==> config.mk <==
export PLATFORM = sky130hd
export DESIGN_NAME = pred_stream_enc
export DESIGN_NICKNAME = d
export VERILOG_FILES = /design/src/rtl/pred_enc_pkg.sv /design/src/rtl/pred_enc_history.sv /design/src/rtl/pred_enc_predict.sv /design/src/rtl/pred_enc_select.sv /design/src/rtl/pred_stream_enc.sv
export SDC_FILE = /design/constraint.sdc
export NUM_CORES = 1
export LEC_CHECK = 0
export CAP_MARGIN = 20
export CELL_PAD_IN_SITES_DETAIL_PLACEMENT = 1
export CELL_PAD_IN_SITES_GLOBAL_PLACEMENT = 1
export CORE_MARGIN = 5
export CORE_UTILIZATION = 45
export CTS_CLUSTER_SIZE = 25
export DETAILED_ROUTE_END_ITERATION = 8
export DONT_BUFFER_PORTS = 1
export PLACE_DENSITY_LB_ADDON = 0.1
export SETUP_SLACK_MARGIN = 0.3
export SYNTH_ARGS = -nofsm -noshare
export SYNTH_HDL_FRONTEND = slang
export SYNTH_SLANG_ARGS = --single-unit
export TNS_END_PERCENT = 100
==> constraint.sdc <==
create_clock -name clk -period 8.3 [get_ports clk]
set_input_delay 0.83 -clock clk [delete_from_list [all_inputs] [get_ports clk]]
set_output_delay 0.83 -clock clk [all_outputs]
set_load 0.02 [all_outputs]
==> src/rtl/pred_enc_pkg.sv <==
package pred_enc_pkg;

    localparam int NUM_PRED = 3;

    typedef enum logic [1:0] {
        CODE_HOLD  = 2'b00,
        CODE_LINE  = 2'b01,
        CODE_CURVE = 2'b10,
        CODE_RAW   = 2'b11
    } pred_code_e;

endpackage

==> src/rtl/pred_enc_history.sv <==
module pred_enc_history #(
    parameter int DW = 16
) (
    input  logic                 clk,
    input  logic                 rst_n,
    input  logic                 push,
    input  logic signed [DW-1:0] push_val,
    output logic signed [DW-1:0] hist_x1,
    output logic signed [DW-1:0] hist_x2,
    output logic signed [DW-1:0] hist_x3,
    output logic [1:0]           depth
);

    typedef struct packed {
        logic signed [DW-1:0] x1;
        logic signed [DW-1:0] x2;
        logic signed [DW-1:0] x3;
        logic [1:0]           depth;
    } hist_t;

    hist_t hist_d, hist_q;

    always_comb begin
        hist_d = hist_q;
        if (push) begin
            hist_d.x3 = hist_q.x2;
            hist_d.x2 = hist_q.x1;
            hist_d.x1 = push_val;
            if (hist_q.depth != 2'd3) begin
                hist_d.depth = hist_q.depth + 2'd1;
            end
        end
    end

    always_ff @(posedge clk) begin
        if (!rst_n) begin
            hist_q <= '0;
        end else begin
            hist_q <= hist_d;
        end
    end

    assign hist_x1 = hist_q.x1;
    assign hist_x2 = hist_q.x2;
    assign hist_x3 = hist_q.x3;
    assign depth   = hist_q.depth;

endmodule

==> src/rtl/pred_enc_predict.sv <==
module pred_enc_predict
    import pred_enc_pkg::*;
#(
    parameter int DW    = 16,
    parameter int GUARD = 3
) (
    input  logic signed [DW-1:0]             hist_x1,
    input  logic signed [DW-1:0]             hist_x2,
    input  logic signed [DW-1:0]             hist_x3,
    input  logic [1:0]                       depth,
    input  logic signed [DW-1:0]             sample,
    input  logic [DW-1:0]                    err_bound,
    output logic [NUM_PRED-1:0]              fit,
    output logic [NUM_PRED-1:0][DW-1:0]      pred
);

    localparam int PW  = DW + GUARD;
    localparam int XW  = PW + 1;
    localparam int TOP = PW - DW + 1;

    logic signed [PW-1:0] e1, e2, e3, ex;

    always_comb begin
        e1 = PW'(hist_x1);
        e2 = PW'(hist_x2);
        e3 = PW'(hist_x3);
        ex = PW'(sample);
    end

    for (genvar k = 0; k < NUM_PRED; k++) begin : g_pred
        logic signed [PW-1:0] p_wide;
        logic signed [XW-1:0] diff;
        logic [XW-1:0]        mag;
        logic                 in_range;
        logic                 avail;

        if (k == 0) begin : g_hold
            assign p_wide = e1;
        end else if (k == 1) begin : g_line
            assign p_wide = (e1 <<< 1) - e2;
        end else begin : g_curve
            assign p_wide = (e1 <<< 1) + e1 - ((e2 <<< 1) + e2) + e3;
        end

        always_comb begin
            diff     = XW'(ex) - XW'(p_wide);
            mag      = diff[XW-1] ? XW'(-diff) : XW'(diff);
            in_range = (p_wide[PW-1 -: TOP] == {TOP{1'b0}}) ||
                       (p_wide[PW-1 -: TOP] == {TOP{1'b1}});
            avail    = (depth > 2'(k));
            fit[k]   = avail && in_range && (mag <= XW'(err_bound));
            pred[k]  = p_wide[DW-1:0];
        end
    end

endmodule

==> src/rtl/pred_enc_select.sv <==
module pred_enc_select
    import pred_enc_pkg::*;
(
    input  logic [NUM_PRED-1:0] fit,
    output pred_code_e          code
);

    always_comb begin
        code = CODE_RAW;
        for (int k = NUM_PRED - 1; k >= 0; k--) begin
            if (fit[k]) begin
                code = pred_code_e'(2'(k));
            end
        end
    end

endmodule

==> src/rtl/pred_stream_enc.sv <==
module pred_stream_enc
    import pred_enc_pkg::*;
#(
    parameter int DW    = 16,
    parameter int GUARD = 3
) (
    input  logic                 clk,
    input  logic                 rst_n,
    input  logic [DW-1:0]        err_bound,
    input  logic                 in_valid,
    output logic                 in_ready,
    input  logic signed [DW-1:0] in_data,
    output logic                 code_valid,
    input  logic                 code_ready,
    output logic [1:0]           code_out,
    output logic                 lit_valid,
    input  logic                 lit_ready,
    output logic signed [DW-1:0] lit_data
);

    typedef struct packed {
        logic                 full;
        pred_code_e           code;
        logic signed [DW-1:0] lit;
    } slot_t;

    slot_t slot_d, slot_q;

    logic signed [DW-1:0]          x1, x2, x3;
    logic [1:0]                    depth;
    logic [NUM_PRED-1:0]           fit;
    logic [NUM_PRED-1:0][DW-1:0]   pred;
    pred_code_e                    sel_code;
    logic signed [DW-1:0]          recon;
    logic                          drain;
    logic                          accept;

    pred_enc_history #(.DW(DW)) u_hist (
        .clk      (clk),
        .rst_n    (rst_n),
        .push     (accept),
        .push_val (recon),
        .hist_x1  (x1),
        .hist_x2  (x2),
        .hist_x3  (x3),
        .depth    (depth)
    );

    pred_enc_predict #(.DW(DW), .GUARD(GUARD)) u_pred (
        .hist_x1   (x1),
        .hist_x2   (x2),
        .hist_x3   (x3),
        .depth     (depth),
        .sample    (in_data),
        .err_bound (err_bound),
        .fit       (fit),
        .pred      (pred)
    );

    pred_enc_select u_sel (
        .fit  (fit),
        .code (sel_code)
    );

    always_comb begin
        drain    = slot_q.full && code_ready &&
                   ((slot_q.code != CODE_RAW) || lit_ready);
        in_ready = !slot_q.full || drain;
        accept   = in_valid && in_ready;
        recon    = (sel_code == CODE_RAW) ? in_data : $signed(pred[sel_code]);

        slot_d = slot_q;
        if (drain) begin
            slot_d.full = 1'b0;
        end
        if (accept) begin
            slot_d.full = 1'b1;
            slot_d.code = sel_code;
            slot_d.lit  = in_data;
        end
    end

    always_ff @(posedge clk) begin
        if (!rst_n) begin
            slot_q <= '0;
        end else begin
            slot_q <= slot_d;
        end
    end

    assign code_valid = slot_q.full;
    assign code_out   = slot_q.code;
    assign lit_valid  = slot_q.full && (slot_q.code == CODE_RAW);
    assign lit_data   = slot_q.lit;

endmodule

==> out/results.tsv <==
metric	value	unit
cts_hold_repair.buffers	0	
synth-seq-area-share	12.6	%
vias	10958	
worstSetupStartpointType	flip-flop	
grt_pass1_vias	11430	
grt_setup_unrepaired	yes	
grt.overflow.total	0	
synthesis.yosys.warnings	0	
core_area	0.0242	mm^2
syn_inst	1432	
synth_most_common_cell	sky130_fd_sc_hd__nand2_1	
floorplan.die.height	166	um
hold_violations	0	
yosys.cell_types.count	87	
multiInputGateArea	0.00949	mm^2
critPathMostFrequentCell	sky130_fd_sc_hd__a21o_1	
first_pass_grt_wire_length	62400	um
insertedDiodeCount	0	
netlist.top_cell.by_area	sky130_fd_sc_hd__ha_1	
inserted_clock_buffers	9	
post_dp_cell_area	0.0122	mm^2
grt_antenna_before_repair	0	
syn2layout_area_growth	18.4	%
routed_via_density	5.86	
dr.pass1.iters	4	
avgSynthCellArea	7.65	um^2
ctsLongestPathBuffers	2	
worst_slack	-296	ps
tritoncts_clock_tree	yes	
cpMaxStageDelayCell	sky130_fd_sc_hd__fa_1	
async_reset_ff_share	0	%
start_util	45.3	%
worstPathMaxFanout	8	
post_route_cell_area	0.0130	mm^2
hpwlAfterDp	31900	um
finalCriticalPeriod	8600	ps
h_tree_level_count	3	
post_drt_antenna_nets	0	
setup.worst_path.class	reg -> reg	
routabilityCongestion	0.887	
worstMarginPinSlew	850	ps
count_of_endpoints_failing_setup_in_the_final_report	17	
die_area	0.0276	mm^2
worst-endpoint-required	8550	ps
dp_worst_setup_slack	-374	ps
rrSetupSlack	-300	ps
slowest_delay	580	ps
yosys_register_bits	69	
filler_cell_count	2951	
die_width	166	um
grt_max_degree	56	
drv.max_cap_violation_count	0	
worstSkewPairLatency	350	ps
drt-wirelength-per-cell	21.0	um
floorplan.io_pins	58	
synthFlopType	sky130_fd_sc_hd__dfxtp_1	
post-synth-top-area-fraction	19.5	%
slew_headroom	42.8	%
hold_path_class	reg -> reg	
cts_sinks	69	
iteration_0_drc_count_of_the_detailed_router	483	
critPathArrivalTime	8850	ps
postRouteWirelength	39300	um
grt.total_usage	27.8	%
timing.final.max_slew_violations	0	
fmaxAchievable	0.116	GHz
layout-drive-gt1-share	16.1	%
end_kind	flip-flop	
area.sequential	0.00139	mm^2
clock_tree.root_cell	sky130_fd_sc_hd__clkbuf_16	
synth_top_cells_by_count	sky130_fd_sc_hd__nand2_1, sky130_fd_sc_hd__ha_1, sky130_fd_sc_hd__a21oi_1	
worst_setup_hold_path_clk_slew	60	ps
post_synth_instance_area	0.0110	mm^2
place.port_buffers	0	
rows	57	
number_of_nets_in_the_final_layout	1772	
outcome	finished with violations	
drcViolationCount	0	
syn-num-nets	1664	
final.period_utilization	104	%
failed_checks	negative setup slack	
fin_skew	9.51	ps
count_of_flip_flops_with_a_built_in_enable_after_synthesis	0	
synth.area.top_cells	sky130_fd_sc_hd__ha_1, sky130_fd_sc_hd__dfxtp_1, sky130_fd_sc_hd__nand2_1, sky130_fd_sc_hd__xnor2_1, sky130_fd_sc_hd__a21oi_1	
-- path summary, 6_finish.rpt --
kind | startpoint | endpoint | depth (start not counted)
min | u_hist.hist_x3[15] | u_hist.hist_x3[15] | 2
min reg2reg | u_hist.hist_x3[15] | u_hist.hist_x3[15] | 2
max | u_hist.hist_x2[1] | u_hist.hist_x1[6] | 42
max reg2reg | u_hist.hist_x2[1] | u_hist.hist_x1[6] | 42
-- worst max-delay path: cells and delay by family (launching register included) --
kind	cells	cell delay (ps)
compound gates	23	4370
fa+ha+maj	7	2210
simple gates	9	1040
xor+xnor	3	480
flops	1	370
-- final cells by class --
type                       instances  share of cell area [%]
clock buffer                      12                    1.90
timing repair buffer             130                    7.74
multi-input combinational       1227                    73.2
inverter                         103                    2.98
clock inverter                     4                   0.367
tap                              324                    3.13
sequential                        69                    10.7
-- state kept, by name, summed over array words and instances, names as in the netlist --
signal,flops
code_out,2
u_hist.hist_x1,16
lit_data,16
u_hist.depth,2
u_hist.hist_x3,16
u_hist.hist_x2,16
code_valid,1
-- timing repair --
action	in CTS	in global routing
gates cloned	1	0
buffers inserted	9	4
resized for setup	53	38
setup endpoints to repair	17	18
pin swaps	54	39
-- cells by family after synthesis --
kind of cell             after synthesis  share of synthesized area (%)
AO/OA/AOI/OAI                        420                           25.8
buffers and inverters                137                           4.85
adder cells (fa/ha/maj)              196                           24.0
multiplexers                           6                          0.560
XOR/XNOR                             138                           11.3
flip-flops                            69                           12.6
AND/OR/NAND/NOR                      466                           20.8
-- cells in the final DEF (no fill, tap or decap), drive strengths merged, types with 24 or more instances in the layout --
cell type,instances
nor2b,34
xnor2,77
a21oi,105
nor2,73
buf,130
nand2,194
a21boi,56
inv,103
xor2,59
dfxtp,69
ha,171
o21ai,73
a21o,47
fa,24
nand2b,24
-- per-stage QoR --
| step | setup TNS, ps | hold slack, ps | cells | utilization, % |
|---|---|---|---|---|
| floorplan | 0 | 443 | 1432 | - |
| global placement | -1010 | 453 | 1839 | 50.3 |
| detailed placement | -5460 | 465 | 1839 | 50.3 |
| CTS | -331 | 473 | 1865 | 52.8 |
| global route | -10030 | 501 | 1869 | 53.6 |
| finish | -4240 | 466 | 1869 | 53.6 |
-- metal layers --
metal	vias to the layer above	GRT usage [%]	part of all wire, %	routed length [um]
met5	-	0	0	0
li1	5318	-	-	-
met4	0	9.90	3.5	1390
met1	5381	36.3	46	17900
met2	190	47.9	48	18900
met3	69	2.62	2.9	1130
Power is not shown: default switching activity piles up to over one toggle a cycle in this logic, so the estimate is an artifact.
